===== config.mk =====
export PLATFORM = sky130hd
export DESIGN_NAME = tod_clock
export DESIGN_NICKNAME = d
export VERILOG_FILES = /design/src/rtl/tod_pkg.sv /design/src/rtl/tod_counter.sv /design/src/rtl/tod_capture.sv /design/src/rtl/tod_regif.sv /design/src/rtl/tod_clock.sv
export SDC_FILE = /design/constraint.sdc
export NUM_CORES = 1
export LEC_CHECK = 0
export ABC_CLOCK_PERIOD_IN_PS = 14400
export BUFFER_PORTS_ARGS = -buffer_cell sky130_fd_sc_hd__buf_2
export CORE_ASPECT_RATIO = 1.4
export CORE_MARGIN = 3
export CORE_UTILIZATION = 50
export CTS_BUF_LIST = sky130_fd_sc_hd__clkbuf_4
export DETAILED_ROUTE_END_ITERATION = 10
export PLACE_DENSITY_LB_ADDON = 0.08
export RECOVER_POWER = 25
export SYNTH_ARGS = -nofsm -noshare
export SYNTH_HDL_FRONTEND = slang
export SYNTH_SLANG_ARGS = --single-unit
export TNS_END_PERCENT = 1

===== constraint.sdc =====
create_clock -name clk -period 14.4 [get_ports clk]
set_input_delay 2.88 -clock clk [delete_from_list [all_inputs] [get_ports clk]]
set_output_delay 2.88 -clock clk [all_outputs]
set_load 0.005 [all_outputs]

===== src/rtl/tod_pkg.sv =====
package tod_pkg;

    localparam int          DATA_W     = 16;
    localparam int          ADDR_W     = 3;
    localparam int          FRAC_W     = 32;
    localparam int          RATE_W     = 26;
    localparam int          RATE_HI_W  = RATE_W - DATA_W;
    localparam int          SLOW_BIT   = 15;
    localparam logic [31:0] NS_PER_SEC = 32'd1000000000;

    localparam int CMD_LOAD    = 0;
    localparam int CMD_STEP    = 1;
    localparam int CMD_SNAP    = 2;
    localparam int CMD_ARM     = 3;
    localparam int CMD_SEL_LSB = 4;

    typedef enum logic [ADDR_W-1:0] {
        A_TDATA   = 3'd0,
        A_CMD     = 3'd1,
        A_RATE_HI = 3'd2,
        A_RATE_LO = 3'd3,
        A_EVDATA  = 3'd4,
        A_STATUS  = 3'd5
    } tod_addr_e;

    typedef struct packed {
        logic [31:0] sec;
        logic [31:0] ns;
    } tod_time_t;

    // Adds an offset; the caller keeps both nanosecond terms below one second.
    function automatic tod_time_t tod_add(tod_time_t a, logic [31:0] dns, logic [31:0] dsec);
        tod_time_t   r;
        logic [31:0] s;
        s     = a.ns + dns;
        r.sec = a.sec + dsec;
        if (s >= NS_PER_SEC) begin
            s     = s - NS_PER_SEC;
            r.sec = r.sec + 32'd1;
        end
        r.ns = s;
        return r;
    endfunction

    function automatic logic [DATA_W-1:0] tod_word(tod_time_t t, logic [1:0] idx);
        case (idx)
            2'd0:    return t.ns[15:0];
            2'd1:    return t.ns[31:16];
            2'd2:    return t.sec[15:0];
            default: return t.sec[31:16];
        endcase
    endfunction

endpackage


===== src/rtl/tod_counter.sv =====
module tod_counter
    import tod_pkg::*;
#(
    parameter int NOMINAL_NS = 8
) (
    input  logic              clk,
    input  logic              rst,
    input  logic              load,
    input  logic              step,
    input  tod_time_t         staged,
    input  logic [RATE_W-1:0] rate_mag,
    input  logic              rate_slow,
    output tod_time_t         now
);

    logic [FRAC_W-1:0] acc_q;
    logic [FRAC_W:0]   acc_sum;
    logic [31:0]       inc;
    tod_time_t         ticked;
    tod_time_t         stepped;

    always_comb begin
        acc_sum = {1'b0, acc_q} + {{(FRAC_W + 1 - RATE_W){1'b0}}, rate_mag};
        inc     = 32'(NOMINAL_NS);
        if (acc_sum[FRAC_W]) begin
            inc = rate_slow ? inc - 32'd1 : inc + 32'd1;
        end
        ticked  = tod_add(now, inc, 32'd0);
        stepped = tod_add(ticked, staged.ns, staged.sec);
    end

    always_ff @(posedge clk) begin
        if (rst) begin
            now   <= '0;
            acc_q <= '0;
        end else if (load) begin
            now   <= staged;
            acc_q <= '0;
        end else begin
            acc_q <= acc_sum[FRAC_W-1:0];
            now   <= step ? stepped : ticked;
        end
    end

endmodule


===== src/rtl/tod_capture.sv =====
module tod_capture
    import tod_pkg::*;
#(
    parameter int EV_INPUTS = 4,
    localparam int SEL_W = (EV_INPUTS > 1) ? $clog2(EV_INPUTS) : 1
) (
    input  logic                 clk,
    input  logic                 rst,
    input  logic [EV_INPUTS-1:0] ev_in,
    input  logic                 arm,
    input  logic [SEL_W-1:0]     arm_sel,
    input  tod_time_t            now,
    output logic                 armed,
    output logic                 captured,
    output tod_time_t            cap_time
);

    logic [EV_INPUTS-1:0] ev_q;
    logic [EV_INPUTS-1:0] rise;
    logic [SEL_W-1:0]     sel_q;

    assign rise = ev_in & ~ev_q;

    always_ff @(posedge clk) begin
        if (rst) begin
            ev_q     <= '0;
            sel_q    <= '0;
            armed    <= 1'b0;
            captured <= 1'b0;
            cap_time <= '0;
        end else begin
            ev_q <= ev_in;
            if (arm) begin
                armed    <= 1'b1;
                captured <= 1'b0;
                sel_q    <= arm_sel;
            end else if (armed && rise[sel_q]) begin
                armed    <= 1'b0;
                captured <= 1'b1;
                cap_time <= now;
            end
        end
    end

endmodule


===== src/rtl/tod_regif.sv =====
module tod_regif
    import tod_pkg::*;
#(
    parameter int SEL_W = 2
) (
    input  logic              clk,
    input  logic              rst,
    input  logic              wr_en,
    input  logic              rd_en,
    input  logic [ADDR_W-1:0] addr,
    input  logic [DATA_W-1:0] wdata,
    output logic [DATA_W-1:0] rdata,
    input  tod_time_t         now,
    input  tod_time_t         cap_time,
    input  logic              armed,
    input  logic              captured,
    output tod_time_t         staged,
    output logic              load_p,
    output logic              step_p,
    output logic              arm_p,
    output logic [SEL_W-1:0]  arm_sel,
    output logic [RATE_W-1:0] rate_mag,
    output logic              rate_slow
);

    logic                 cmd_wr;
    logic [1:0]           wptr, rptr, eptr;
    tod_time_t            snap_q;
    logic [RATE_HI_W-1:0] rate_hi_q;
    logic [DATA_W-1:0]    rate_lo_q;

    assign cmd_wr   = wr_en && (addr == A_CMD);
    assign load_p   = cmd_wr && wdata[CMD_LOAD];
    assign step_p   = cmd_wr && wdata[CMD_STEP];
    assign arm_p    = cmd_wr && wdata[CMD_ARM];
    assign arm_sel  = wdata[CMD_SEL_LSB +: SEL_W];
    assign rate_mag = {rate_hi_q, rate_lo_q};

    always_ff @(posedge clk) begin
        if (rst) begin
            wptr      <= '0;
            rptr      <= '0;
            eptr      <= '0;
            staged    <= '0;
            snap_q    <= '0;
            rate_hi_q <= '0;
            rate_lo_q <= '0;
            rate_slow <= 1'b0;
            rdata     <= '0;
        end else begin
            if (cmd_wr) begin
                wptr <= '0;
                rptr <= '0;
                eptr <= '0;
                if (wdata[CMD_SNAP]) snap_q <= now;
            end else begin
                if (wr_en && addr == A_TDATA) begin
                    case (wptr)
                        2'd0:    staged.ns[15:0]   <= wdata;
                        2'd1:    staged.ns[31:16]  <= wdata;
                        2'd2:    staged.sec[15:0]  <= wdata;
                        default: staged.sec[31:16] <= wdata;
                    endcase
                    wptr <= wptr + 2'd1;
                end
                if (rd_en && addr == A_TDATA)  rptr <= rptr + 2'd1;
                if (rd_en && addr == A_EVDATA) eptr <= eptr + 2'd1;
            end
            if (wr_en && addr == A_RATE_HI) begin
                rate_hi_q <= wdata[RATE_HI_W-1:0];
                rate_slow <= wdata[SLOW_BIT];
            end
            if (wr_en && addr == A_RATE_LO) rate_lo_q <= wdata;
            if (rd_en) begin
                case (addr)
                    A_TDATA:  rdata <= tod_word(snap_q, rptr);
                    A_EVDATA: rdata <= tod_word(cap_time, eptr);
                    A_STATUS: rdata <= {{(DATA_W - 2){1'b0}}, captured, armed};
                    default:  rdata <= '0;
                endcase
            end
        end
    end

endmodule


===== src/rtl/tod_clock.sv =====
module tod_clock
    import tod_pkg::*;
#(
    parameter int NOMINAL_NS = 8,
    parameter int EV_INPUTS  = 4
) (
    input  logic                 clk,
    input  logic                 rst,
    input  logic                 wr_en,
    input  logic                 rd_en,
    input  logic [2:0]           addr,
    input  logic [15:0]          wdata,
    output logic [15:0]          rdata,
    input  logic [EV_INPUTS-1:0] ev_in
);

    localparam int SEL_W = (EV_INPUTS > 1) ? $clog2(EV_INPUTS) : 1;

    tod_time_t         now, staged, cap_time;
    logic              load_p, step_p, arm_p;
    logic [SEL_W-1:0]  arm_sel;
    logic [RATE_W-1:0] rate_mag;
    logic              rate_slow;
    logic              armed, captured;

    tod_regif #(.SEL_W(SEL_W)) u_regs (
        .clk(clk), .rst(rst), .wr_en(wr_en), .rd_en(rd_en), .addr(addr),
        .wdata(wdata), .rdata(rdata), .now(now), .cap_time(cap_time),
        .armed(armed), .captured(captured), .staged(staged), .load_p(load_p),
        .step_p(step_p), .arm_p(arm_p), .arm_sel(arm_sel),
        .rate_mag(rate_mag), .rate_slow(rate_slow)
    );

    tod_counter #(.NOMINAL_NS(NOMINAL_NS)) u_cnt (
        .clk(clk), .rst(rst), .load(load_p), .step(step_p), .staged(staged),
        .rate_mag(rate_mag), .rate_slow(rate_slow), .now(now)
    );

    tod_capture #(.EV_INPUTS(EV_INPUTS)) u_cap (
        .clk(clk), .rst(rst), .ev_in(ev_in), .arm(arm_p), .arm_sel(arm_sel),
        .now(now), .armed(armed), .captured(captured), .cap_time(cap_time)
    );

endmodule


==> flow_summary.toml <==
[sta]
report.final.hold_viol_count = 0
max_slew_margin = -2.650
worst_hold_slack_ps = 456.7
fin_setup_tns_ps = 0
timing.fmax_mhz = 89.59
report.final.slew_viol_count = 223
layout_min_cycle_time_ps = 11160
final_setup_violation_count = 0
worst-slew-pin-transition_ps = 5475
period_share = 0.7751
worst_slack_ps = 3239
rsz_0062_raised_after_global_routing = "false"
clock_skew_ps = 80.77

[drt]
via_count = 20410
detail_route.wirelength_um = 71530
post_drt_wl_per_cell_um = 21.33
drt_drc_violations_left = 0
via_per_inst = 6.087
drt-pass1-iter-count = 6
drt_iter0_markers = 1783
final_antenna_net_count = 0

[floorplanning]
die_x_um = 179.7
total_number_of_placement_rows = 88
fp.coreArea_um2 = 41510
die_area_um2 = 44800
floorplan.initialDensity = 0.5090
ios = 43
dieHeight_um = 249.2

[synthesis]
synth_adder_area_share = 0.06680
yosys-top-cells-area = "sky130_fd_sc_hd__dfxtp_1, sky130_fd_sc_hd__nand2_1, sky130_fd_sc_hd__a21oi_1, sky130_fd_sc_hd__ha_1, sky130_fd_sc_hd__xnor2_1"
mappedNetlistNets = 2894
synth_top_family_by_area = "compound AO/OA/AOI/OAI gates"
synth-edff-count = 0
synth.distinct_cells = 96
post_synth_and_or_nand_nor_area_fraction = 0.2338
synth_area_um2 = 21130
sequential_cell_area_fraction_in_the_yosys_report = 0.3269
yosys-mux-area-fraction = 0.006218
synth_area_leader_cell = "sky130_fd_sc_hd__dfxtp_1"
postSynthAreaPerCell_um2 = 7.667
synth_warnings = 0
yosys_most_used_dff = "sky130_fd_sc_hd__dfxtp_1"
synth_compound_gate_area_share = 0.2436
xor_and_xnor_fraction_of_the_mapped_netlist_area = 0.08717
async_reset_ff_frac = 0
yosys_register_bits = 345
post-synth-top-area-fraction = 0.3269
synthCells = 2756

[setup_path]
cp_bufs_invs = 2
top_cell_family_by_delay_on_the_critical_path = "compound AO/OA/AOI/OAI gates"
worst_r2r_path_depth = 42
critPathMostFrequentCell = "sky130_fd_sc_hd__nor2_1"
cp_slowest_stage_delay_ps = 680
timing.critical_path.required_ps = 14860
startpoint = "u_regs.rate_lo_q[0]$_SDFFE_PP0P_"
cp_startpoint_kind = "register"
timing.critical_path.slowest_stage_cell = "sky130_fd_sc_hd__nor2_2"
cp-end-kind = "register"
timing.critical_path.arrival_ps = 11620
worst-r2r-setup-slack_ps = 3240
reg2reg_from = "u_regs.rate_lo_q[0]$_SDFFE_PP0P_"
worstSetupPathType = "reg -> reg"
worstPathMaxFanout = 17
worstReg2RegEnd = "u_cnt.now[18]$_SDFF_PP0_"

[global_route]
grtUsageTotal = 0.3044
antenna_found_initial = 1
grt_first_pass_wirelength_um = 108600
grt_remaining_overflow = 0
grt_start_max_net_pins = 117
first_global_vias = 19250

[cells_and_area]
synthToLayoutAreaGrowth_pct = 7.070
drive_above_1_share = 0.08713
finish.utilization = 0.5450
nNetsFinal = 2894
layout.filler_cells = 4119

[hold_path]
hold_class = "reg -> reg"
hold_path_end = "u_regs.snap_q[48]$_SDFFE_PP0P_"
min_delay_path_depth = 2
worst_hold_startpoint = "u_regs.snap_q[48]$_SDFFE_PP0P_"

[placed_design]
pre_cts_ws_ps = 3501
hpwlAfterDp_um = 52230
gp_routability_congestion = 0.9721
port_buffers = 42

[run_status]
violations_in_the_final_reports = "capacitance limit, slew limit"
outcome = "finished, violations left"

[cts]
cts_hold_buffers = 0
tritoncts_clock_tree = "built"
path_clk_slew_ps = 70
clock_sink_count = 345
cts-buffers-inserted = 90
cts-root-buf = "sky130_fd_sc_hd__clkbuf_4"
clk_path_buf_depth = 3
cts_repair_resize_count = 0
cts_max_level = 3
worstSkewPairLatency_ps = 850
postCtsSetupBuffers = 0

[power_and_ir_drop]
pwr_density_cell_nw_per_um2 = 128.4
total_leakage_power_nw = 8.462
largest_voltage_drop_on_the_vdd_net_mv = 0.06370

[run]
drv_cap = 3
[metrics by stage]
step / instances / total power, mW / cell area, um^2
floorplan: 2756 / 1.816 / 21130
global placement: 3204 / 2.079 / 21610
detailed placement: 3204 / 2.080 / 21610
CTS: 3352 / 2.900 / 22650
global route: 3353 / 3.058 / 22620
finish: 3353 / 2.904 / 22620
[flip-flops by register name (all words and copies together), names as in the netlist]
signal            cells
u_regs.staged        64
u_regs.rptr           2
u_cap.cap_time       64
u_regs.rdata         16
u_regs.snap_q        64
u_cnt.now            64
u_regs.eptr           2
u_regs.rate_lo_q     16
u_cap.sel_q           2
u_cap.armed           1
u_regs.rate_slow      1
u_regs.wptr           2
u_cap.ev_q            4
u_regs.rate_hi_q     10
u_cap.captured        1
u_cnt.acc_q          32
[cell type report]
type                    instances  area, um^2  share of cell area
repair buffers                 63       349.1             0.01543
well taps                     540       675.6             0.02987
flip-flops and latches        345        6907              0.3053
clock inverters                25       121.4            0.005365
clock buffers                 123       923.4             0.04082
multi-input cells            2215       13490              0.5963
inverters                      41       153.9            0.006803
diodes                          1       2.502           0.0001106
[power by group]
group | switching (mW) | internal [mW]
clock | 0.415 | 0.395
combinational | 0.648 | 0.374
sequential | 0.0816 | 0.990
total | 1.15 | 1.76
[layer usage]
layer  GRT usage  vias to the layer above  part of all wire
met5           0                        -                 0
met4      0.1530                        0             0.046
met3     0.03973                      144             0.064
met2      0.5186                      756              0.49
met1      0.3774                     9747              0.40
li1            -                     9763                 -
[cell usage after synthesis (9+ instances only)]
| master | number |
|---|---|
| sky130_fd_sc_hd__a211oi_1 | 31 |
| sky130_fd_sc_hd__a21o_1 | 39 |
| sky130_fd_sc_hd__a21oi_1 | 365 |
| sky130_fd_sc_hd__a221o_1 | 11 |
| sky130_fd_sc_hd__a222oi_1 | 32 |
| sky130_fd_sc_hd__a22oi_1 | 23 |
| sky130_fd_sc_hd__a311oi_1 | 11 |
| sky130_fd_sc_hd__and2_1 | 26 |
| sky130_fd_sc_hd__and3_1 | 45 |
| sky130_fd_sc_hd__buf_1 | 10 |
| sky130_fd_sc_hd__clkbuf_1 | 136 |
| sky130_fd_sc_hd__dfxtp_1 | 345 |
| sky130_fd_sc_hd__ha_1 | 108 |
| sky130_fd_sc_hd__inv_1 | 41 |
| sky130_fd_sc_hd__mux2i_1 | 12 |
| sky130_fd_sc_hd__nand2_1 | 552 |
| sky130_fd_sc_hd__nand2b_1 | 14 |
| sky130_fd_sc_hd__nand3_1 | 53 |
| sky130_fd_sc_hd__nand3b_1 | 9 |
| sky130_fd_sc_hd__nand4_1 | 16 |
| sky130_fd_sc_hd__nor2_1 | 204 |
| sky130_fd_sc_hd__nor2b_1 | 52 |
| sky130_fd_sc_hd__nor3_1 | 50 |
| sky130_fd_sc_hd__nor3b_1 | 9 |
| sky130_fd_sc_hd__nor4_1 | 10 |
| sky130_fd_sc_hd__o211ai_1 | 11 |
| sky130_fd_sc_hd__o21a_1 | 22 |
| sky130_fd_sc_hd__o21ai_0 | 74 |
| sky130_fd_sc_hd__o21ai_1 | 17 |
| sky130_fd_sc_hd__o21bai_1 | 15 |
| sky130_fd_sc_hd__o22a_1 | 17 |
| sky130_fd_sc_hd__o22ai_1 | 22 |
| sky130_fd_sc_hd__o31ai_1 | 10 |
| sky130_fd_sc_hd__or2_2 | 15 |
| sky130_fd_sc_hd__or3_1 | 14 |
| sky130_fd_sc_hd__xnor2_1 | 136 |
| sky130_fd_sc_hd__xor2_1 | 67 |
[worst min-delay path, cell delays in order, from the launching register on]
cell and delay, ps:
sky130_fd_sc_hd__dfxtp_1 310, sky130_fd_sc_hd__nand2_1 50, sky130_fd_sc_hd__a21oi_1 50
[worst max path at each step]
stage	end	slack, ps	cells after the start
after floorplan	u_cnt.now[62]$_SDFF_PP0_	4850	40
after global placement	u_cnt.now[62]$_SDFF_PP0_	3610	42
after detailed placement	u_cnt.now[52]$_SDFF_PP0_	3500	43
after CTS	u_cnt.now[52]$_SDFF_PP0_	3450	43
after global routing	u_cnt.now[18]$_SDFF_PP0_	2430	42
final	u_cnt.now[18]$_SDFF_PP0_	3240	42
[kinds of logic (layout without fill, tap and decap cells)]
| logic type | Yosys count | count (layout) |
|---|---|---|
| AO/OA/AOI/OAI | 787 | 787 |
| XOR/XNOR | 206 | 206 |
| adder cells (fa/ha/maj) | 111 | 111 |
| buffers and inverters | 196 | 252 |
| flip-flops | 345 | 345 |
| multiplexers | 13 | 13 |
| other | 0 | 1 |
| AND/OR/NAND/NOR | 1098 | 1098 |
[layout by cell type, fill, tap and decap left out, types with 11 or more instances in the layout]
cell type                    n
sky130_fd_sc_hd__nand2_1   551
sky130_fd_sc_hd__o21ai_1    17
sky130_fd_sc_hd__xor2_1     67
sky130_fd_sc_hd__buf_2      33
sky130_fd_sc_hd__o22ai_1    22
sky130_fd_sc_hd__inv_1      41
sky130_fd_sc_hd__mux2i_1    12
sky130_fd_sc_hd__xnor2_1   136
sky130_fd_sc_hd__and3_1     44
sky130_fd_sc_hd__or3_1      14
sky130_fd_sc_hd__nor2b_1    52
sky130_fd_sc_hd__a21oi_1   365
sky130_fd_sc_hd__nor3_1     50
sky130_fd_sc_hd__dfxtp_1   345
sky130_fd_sc_hd__clkbuf_4  123
sky130_fd_sc_hd__a21o_1     39
sky130_fd_sc_hd__a211oi_1   31
sky130_fd_sc_hd__clkinv_1   15
sky130_fd_sc_hd__o22a_1     17
sky130_fd_sc_hd__nor2_1    203
sky130_fd_sc_hd__a311oi_1   11
sky130_fd_sc_hd__a22oi_1    23
sky130_fd_sc_hd__o21ai_0    74
sky130_fd_sc_hd__and2_1     25
sky130_fd_sc_hd__nand4_1    16
sky130_fd_sc_hd__clkbuf_1   11
sky130_fd_sc_hd__buf_4      19
sky130_fd_sc_hd__a222oi_1   32
sky130_fd_sc_hd__o21a_1     22
sky130_fd_sc_hd__a221o_1    11
sky130_fd_sc_hd__nand3_1    52
sky130_fd_sc_hd__o211ai_1   11
sky130_fd_sc_hd__ha_1      108
sky130_fd_sc_hd__o21bai_1   15
sky130_fd_sc_hd__or2_2      14
sky130_fd_sc_hd__nand2b_1   14
Note: power is estimated with default switching activity, not from simulation.
